[src/rtl/icc_pkg.sv]
package icc_pkg;
  localparam int ON_BIT   = 0;
  localparam int LOCK_BIT = 1;
  localparam int DBG_BIT  = 2;
  localparam int LO_POS   = 3;

  // bit 0 = full flush, bit 1 = range flush
  typedef enum logic [1:0] {
    FK_NONE  = 2'b00,
    FK_FULL  = 2'b01,
    FK_RANGE = 2'b10,
    FK_BOTH  = 2'b11
  } flush_kind_e;
endpackage

[src/rtl/icc_ctrl_reg.sv]
module icc_ctrl_reg
  import icc_pkg::*;
#(
  parameter int CW = 11
) (
  input  logic          clk,
  input  logic          rst,
  input  logic          exec_set,
  input  logic          wr_en,
  input  logic [CW-1:0] wr_data,
  output logic [CW-1:0] ctrl_q,
  output logic [CW-1:0] vis_q,
  output logic          dbg_armed
);
  logic pend_q;
  logic age_q;
  logic arm_pend_q;

  always_ff @(posedge clk) begin
    if (rst) begin
      ctrl_q     <= '0;
      vis_q      <= '0;
      pend_q     <= 1'b0;
      age_q      <= 1'b0;
      dbg_armed  <= 1'b0;
      arm_pend_q <= 1'b0;
    end else begin
      if (wr_en) begin
        ctrl_q <= wr_data;
        pend_q <= 1'b1;
        age_q  <= 1'b0;
      end else if (pend_q && exec_set) begin
        if (age_q) begin
          vis_q  <= ctrl_q;
          pend_q <= 1'b0;
        end else begin
          age_q <= 1'b1;
        end
      end

      if (wr_en) begin
        if (!wr_data[DBG_BIT]) begin
          dbg_armed  <= 1'b0;
          arm_pend_q <= 1'b0;
        end else if (!ctrl_q[DBG_BIT]) begin
          dbg_armed  <= 1'b0;
          arm_pend_q <= 1'b1;
        end
      end else if (arm_pend_q && exec_set) begin
        dbg_armed  <= 1'b1;
        arm_pend_q <= 1'b0;
      end
    end
  end

  // read-back copy only moves on a strobe while an update is pending
  a_r1_vis_hold: assert property (@(posedge clk) disable iff (rst)
    !(pend_q && exec_set) |=> $stable(vis_q));

  // arming always follows an execution-set strobe
  a_r10_arm_on_strobe: assert property (@(posedge clk) disable iff (rst)
    $rose(dbg_armed) |-> $past(exec_set));
endmodule

[src/rtl/icc_range_mask.sv]
module icc_range_mask #(
  parameter int LINES = 16,
  parameter int LW    = $clog2(LINES)
) (
  input  logic [LW-1:0]    lo,
  input  logic [LW-1:0]    hi,
  output logic [LINES-1:0] mask
);
  for (genvar i = 0; i < LINES; i++) begin : g_line
    assign mask[i] = (LW'(i) >= lo) && (LW'(i) <= hi);
  end
endmodule

[src/rtl/icc_flush_arb.sv]
module icc_flush_arb
  import icc_pkg::*;
#(
  parameter int LINES     = 16,
  parameter int LW        = $clog2(LINES),
  parameter int FULL_PEN  = 2,
  parameter int RANGE_PEN = 4
) (
  input  logic             clk,
  input  logic             rst,
  input  flush_kind_e      kind,
  input  logic [LINES-1:0] range_mask,
  input  logic             fill_en,
  input  logic [LW-1:0]    fill_idx,
  input  logic             fill_ok,
  output logic [LINES-1:0] valid_q,
  output logic             stall,
  output logic             acc_full
);
  localparam int BOTH_PEN = (RANGE_PEN > FULL_PEN) ? RANGE_PEN : FULL_PEN;
  localparam int CNT_W    = $clog2(BOTH_PEN + 1);

  logic [CNT_W-1:0] cnt_q;
  logic [CNT_W-1:0] pen;
  logic [LINES-1:0] clr;
  logic             acc;

  assign stall    = (cnt_q != '0);
  assign acc      = (kind != FK_NONE) && !stall;
  assign acc_full = acc && ((kind == FK_FULL) || (kind == FK_BOTH));

  always_comb begin
    pen = '0;
    clr = '0;
    case (kind)
      FK_FULL:  begin pen = CNT_W'(FULL_PEN);  clr = '1;         end
      FK_RANGE: begin pen = CNT_W'(RANGE_PEN); clr = range_mask; end
      FK_BOTH:  begin pen = CNT_W'(BOTH_PEN);  clr = '1;         end
      default:  begin pen = '0;                clr = '0;         end
    endcase
  end

  always_ff @(posedge clk) begin
    if (rst) begin
      valid_q <= '0;
      cnt_q   <= '0;
    end else if (acc) begin
      cnt_q   <= pen;
      valid_q <= valid_q & ~clr;
    end else begin
      if (stall) cnt_q <= cnt_q - 1'b1;
      if (fill_en && fill_ok && !stall) valid_q[fill_idx] <= 1'b1;
    end
  end

  // a full flush leaves no line valid
  a_r3_full_clears: assert property (@(posedge clk) disable iff (rst)
    acc_full |=> (valid_q == '0));

  // no line becomes valid while stalled
  a_r8_no_fill_in_stall: assert property (@(posedge clk) disable iff (rst)
    stall |=> ((valid_q & ~$past(valid_q)) == '0));

  // stall never exceeds the longest penalty
  a_r7_stall_bound: assert property (@(posedge clk) disable iff (rst)
    cnt_q <= CNT_W'(BOTH_PEN));
endmodule

[src/rtl/icache_ctl_arb.sv]
module icache_ctl_arb
  import icc_pkg::*;
#(
  parameter int  LINES     = 16,
  parameter int  FULL_PEN  = 2,
  parameter int  RANGE_PEN = 4,
  localparam int LW        = $clog2(LINES),
  localparam int CW        = 3 + 2 * LW
) (
  input  logic             clk,
  input  logic             rst,
  input  logic             exec_set,
  input  logic             cfg_wr_en,
  input  logic [CW-1:0]    cfg_wr_data,
  output logic [CW-1:0]    cfg_rd_data,
  input  logic             cmd_full_flush,
  input  logic             cmd_range_flush,
  input  logic             fill_en,
  input  logic [LW-1:0]    fill_idx,
  input  logic             dbg_rd_req,
  output logic             dbg_rd_valid,
  output logic [LINES-1:0] dbg_rd_data,
  input  logic             sts_wr_en,
  input  logic             sts_wr_data,
  output logic             cache_en,
  output logic             stall,
  output logic [LINES-1:0] valid_bits,
  output logic             exc_flag
);
  localparam int HI_POS = LO_POS + LW;

  logic [CW-1:0]    ctrl_q;
  logic             dbg_armed;
  logic [LW-1:0]    cur_lo, cur_hi, fl_lo, fl_hi;
  logic [LINES-1:0] range_mask;
  logic             acc_full;
  logic             dbg_ok;
  flush_kind_e      kind;

  icc_ctrl_reg #(.CW(CW)) u_ctrl (
    .clk      (clk),
    .rst      (rst),
    .exec_set (exec_set),
    .wr_en    (cfg_wr_en),
    .wr_data  (cfg_wr_data),
    .ctrl_q   (ctrl_q),
    .vis_q    (cfg_rd_data),
    .dbg_armed(dbg_armed)
  );

  assign cur_lo = ctrl_q[LO_POS +: LW];
  assign cur_hi = ctrl_q[HI_POS +: LW];

  // a range flush alongside a write uses the boundaries being written
  assign fl_lo = cfg_wr_en ? cfg_wr_data[LO_POS +: LW] : cur_lo;
  assign fl_hi = cfg_wr_en ? cfg_wr_data[HI_POS +: LW] : cur_hi;

  icc_range_mask #(.LINES(LINES), .LW(LW)) u_mask (
    .lo  (fl_lo),
    .hi  (fl_hi),
    .mask(range_mask)
  );

  assign kind = flush_kind_e'({cmd_range_flush, cmd_full_flush});

  assign cache_en = ctrl_q[ON_BIT] && !ctrl_q[LOCK_BIT] && !ctrl_q[DBG_BIT]
                    && (cur_lo <= cur_hi) && !stall;

  icc_flush_arb #(
    .LINES    (LINES),
    .LW       (LW),
    .FULL_PEN (FULL_PEN),
    .RANGE_PEN(RANGE_PEN)
  ) u_arb (
    .clk       (clk),
    .rst       (rst),
    .kind      (kind),
    .range_mask(range_mask),
    .fill_en   (fill_en),
    .fill_idx  (fill_idx),
    .fill_ok   (cache_en),
    .valid_q   (valid_bits),
    .stall     (stall),
    .acc_full  (acc_full)
  );

  assign dbg_ok = dbg_rd_req && ctrl_q[DBG_BIT] && dbg_armed;

  always_ff @(posedge clk) begin
    if (rst) begin
      dbg_rd_valid <= 1'b0;
      dbg_rd_data  <= '0;
      exc_flag     <= 1'b0;
    end else begin
      dbg_rd_valid <= dbg_ok;
      if (dbg_ok) dbg_rd_data <= valid_bits;
      if (dbg_rd_req && !dbg_ok)           exc_flag <= 1'b1;
      else if (sts_wr_en && sts_wr_data)   exc_flag <= 1'b0;
    end
  end

  // enable requires on set and debug clear in the stored word
  a_r2_en_needs_on: assert property (@(posedge clk) disable iff (rst)
    cache_en |-> (ctrl_q[ON_BIT] && !ctrl_q[DBG_BIT]));

  // cache behaves as locked while a command runs
  a_r8_locked_in_stall: assert property (@(posedge clk) disable iff (rst)
    stall |-> !cache_en);

  // debug data only delivered when the request saw debug mode
  a_r9_rd_in_debug: assert property (@(posedge clk) disable iff (rst)
    dbg_rd_valid |-> $past(ctrl_q[DBG_BIT]));

  // flag holds unless a clear is written
  a_r11_flag_sticky: assert property (@(posedge clk) disable iff (rst)
    (exc_flag && !(sts_wr_en && sts_wr_data)) |=> exc_flag);
endmodule

[config.mk]
export PLATFORM = sky130hd
export DESIGN_NAME = icache_ctl_arb
export DESIGN_NICKNAME = d
export VERILOG_FILES = /design/src/rtl/icc_pkg.sv /design/src/rtl/icc_ctrl_reg.sv /design/src/rtl/icc_range_mask.sv /design/src/rtl/icc_flush_arb.sv /design/src/rtl/icache_ctl_arb.sv
export SDC_FILE = /design/constraint.sdc
export NUM_CORES = 1
export LEC_CHECK = 0
export CAP_MARGIN = 30
export CORE_MARGIN = 3
export CORE_UTILIZATION = 47
export CTS_BUF_LIST = sky130_fd_sc_hd__clkbuf_2
export DETAILED_ROUTE_END_ITERATION = 8
export GPL_TIMING_DRIVEN = 0
export PLACE_DENSITY_LB_ADDON = 0.25
export SYNTH_ARGS = -nofsm -noshare
export SYNTH_HDL_FRONTEND = slang
export SYNTH_SLANG_ARGS = --single-unit
[constraint.sdc]
create_clock -name clk -period 2.01 [get_ports clk]
set_input_delay 0.201 -clock clk [delete_from_list [all_inputs] [get_ports clk]]
set_output_delay 0.201 -clock clk [all_outputs]
set_load 0.05 [all_outputs]
==> results.yml <==
sta:
  setup_tns_ns: -0.260
  rsz0062_at_grt: "true"
  setup_viol: 1
  fin_skew_ns: 0.0312
  final_max_slew_viol_count: 0
  min_period_ns: 2.27
  hold_ws_ns: 0.0926
  tightest_slew_ns: 0.675
  hold_viol_final: 0
  timing.fmax_mhz: 441
  fin_crit_sh: 1.13
  layout_setup_ws_ns: -0.260
  slew_headroom: 0.550
route:
  antenna_left: 0
  drt-wirelength-per-cell_um: 17.4
  drc: 0
  drt_first_pass_iters: 9
  via_per_inst: 5.88
  vias: 3202
  drtIter0Drc: 244
  drt_wl_total_um: 9460
synth:
  synth_ff_type: "dfxtp_1"
  synth_cell_types: 64
  syn_area_per_cell_sq_um: 8.29
  syn-num-nets: 410
  yosysSeqAreaShare: 0.401
  yosys.area.top_type_share: 0.401
  synth_area_leaders: "dfxtp_1 (40%), nand2_1 (8.0%), a21oi_1 (7.0%)"
  yosysTopAreaCell: "dfxtp_1"
  ys_warn_count: 0
  syn-instance-count: 379
  synth_edf_count: 0
  async_flop_share: 0
  synth_seq_cells: 63
  syn_area_sq_um: 3140
setup_path:
  crit_arrival_ns: 2.07
  cp.required_ns: 1.81
  r2r-start: "u_arb.cnt_q[1]"
  r2r_slack_ns: 0.08
  rr_worst_depth: 8
  r2r-end: "u_arb.valid_q[5]"
  worstPathMaxFanout: 3
  critPathKind: "reg2out"
  crit_path_start_kind: "register"
  crit_start: "u_ctrl.ctrl_q[8]"
  worstSetupEndpointType: "primary output"
layout:
  n_antenna_cell: 0
  fin_util: 0.652
  finalInstanceArea_sq_um: 4190
  nets: 495
  area_delta_synth_final_pct: 33.3
  final_cells: 545
  final_layout_size_suffix_gt1_frac: 0.150
place:
  place_ws_ns: -0.901
  port_buffers: 69
  dp_cells: 525
  place_congestion: 0.916
  place_area_sq_um: 3930
  place_hpwl_um: 6890
floorplanning:
  start_util: 0.489
  num_rows: 29
  ios: 72
  dieArea_sq_um: 7700
  die_w_um: 87.8
  coreArea_sq_um: 6420
  fp.dieH_um: 87.8
global_routing:
  grt_pass1_vias: 3037
  grt_usage: 0.253
  grt_pass1_wl_um: 15000
  antenna_found_initial: 0
  grt.overflow.total: 0
  grt_max_degree: 11
cts:
  cts_sinks: 63
  clk_latency_ns: 0.50
  clockBufferDepth: 2
  root_buffer: "clkbuf_2"
  ctsHoldBuffers: 0
  clkSlewWorstSetupHoldPaths_ns: 0.20
  numCtsBuffers: 9
  cts_tree: "done"
  cts.htree.levels: 3
pwr:
  ir_drop_v: 0.00101
  p_seq_frac: 0.434
  power_per_cell_area_nw_per_um2: 740
  pwr-share-clk: 0.243
  p_int_mw: 1.96
  power.total_mw: 3.10
  p_sw_mw: 1.14
  p_comb_frac: 0.323
  leakagePower_nw: 1.56
  p_sw_frac: 0.369
hold_path:
  hold_depth: 3
  min_path_type: "in2reg"
  min_to: "u_ctrl.ctrl_q[3]"
  hp-start: "cfg_wr_en"
status:
  violations: "negative setup slack"
  status: "complete, but fails checks"
job:
  drv_cap: 0
## power groups by stage
stage	registers [mW]	clock network, mW	logic, mW
CTS	1.35	0.746	0.915
global placement	1.37	0	0.831
finish	1.35	0.754	1.00
floorplan	1.37	0	0.578
detailed placement	1.37	0	0.841
global route	1.35	0.800	1.09
## worst max path at each step
| stage | cells past startpoint | to | slack (ns) |
|---|---|---|---|
| CTS | 9 | cache_en | -0.40 |
| global route | 7 | cache_en | -0.32 |
| finish | 7 | cache_en | -0.26 |
| floorplan | 8 | cache_en | 0.04 |
| detailed placement | 9 | cache_en | -0.90 |
| global placement | 9 | cache_en | -0.87 |
## cells by family (layout without fill, tap and decap cells)
kind of cell / Yosys count / count (layout) / synth area share
adders and majority gates: 6 / 6 / 0.0239
muxes: 10 / 10 / 0.0358
buffers and inverters: 37 / 126 / 0.0561
DFF: 63 / 63 / 0.401
and+or+nand+nor: 155 / 155 / 0.253
AOI/OAI and AO/OA: 107 / 107 / 0.227
xor gates and xnor gates: 1 / 1 / 0.00279
## synth_stat cells, types with 6 or more instances
library cell	instances
a211oi_1	8
a21oi_1	44
a31oi_1	6
a41oi_1	6
clkbuf_1	10
dfxtp_1	63
ha_1	6
inv_1	12
mux2i_1	9
nand2_1	67
nand3_1	9
nor2_1	28
nor2b_1	8
nor3_1	11
## layout make-up
| class | instances | area [sq um] |
|---|---|---|
| Fill cell | 574 | 2230 |
| Timing Repair Buffer | 77 | 768 |
| Sequential cell | 63 | 1280 |
| Tap cell | 77 | 96.3 |
| Inverter | 16 | 65.1 |
| Multi-Input combinational cell | 279 | 1780 |
| Clock inverter | 5 | 50.0 |
| Buffer | 18 | 101 |
| Clock buffer | 10 | 50.0 |
## what timing repair did
| item | in CTS | in global routing |
|---|---|---|
| gates resized for setup | 27 | 23 |
| pin swaps | 3 | 5 |
| endpoints found under the setup margin | 15 | 15 |
| setup buffers | 5 | 3 |
| hold endpoints to repair | 0 | 0 |
## sequential cells by signal, summed over array words and instances (netlist names), 3 cells and up
register,count
dbg_rd_data,16
u_arb.valid_q,16
u_ctrl.ctrl_q,11
u_ctrl.vis_q,11
u_arb.cnt_q,3
## worst max-delay path: stages, from the launching register on
cell	delay, ns
dfxtp_4	0.42
inv_6	0.04
ha_4	0.20
nor2b_1	0.12
o211a_1	0.26
o21ai_4	0.21
and2_4	0.17
buf_8	0.14
## per-layer routing
metal	track usage	vias up	part of all wire	wire length (um)
met5	0	-	0	0
met4	0.112	0	0.023	214
met3	0.0452	26	0.066	627
met2	0.401	137	0.47	4480
met1	0.338	1510	0.44	4150
li1	-	1529	-	-
## placed cells by master, fill, tap and decap left out, drive strengths merged, types with 4 or more instances in the layout
cell	count
a21oi	45
nand2	68
clkbuf	18
mux2i	10
o21ai	12
dfxtp	63
a211oi	9
nand3	10
a21o	4
a41oi	6
nor4	6
buf	20
inv	16
ha	6
clkdlybuf4s50	64
nor3	11
nor2	30
nand3b	4
a31oi	6
nor2b	10
(Power assumes the default switching activity.)
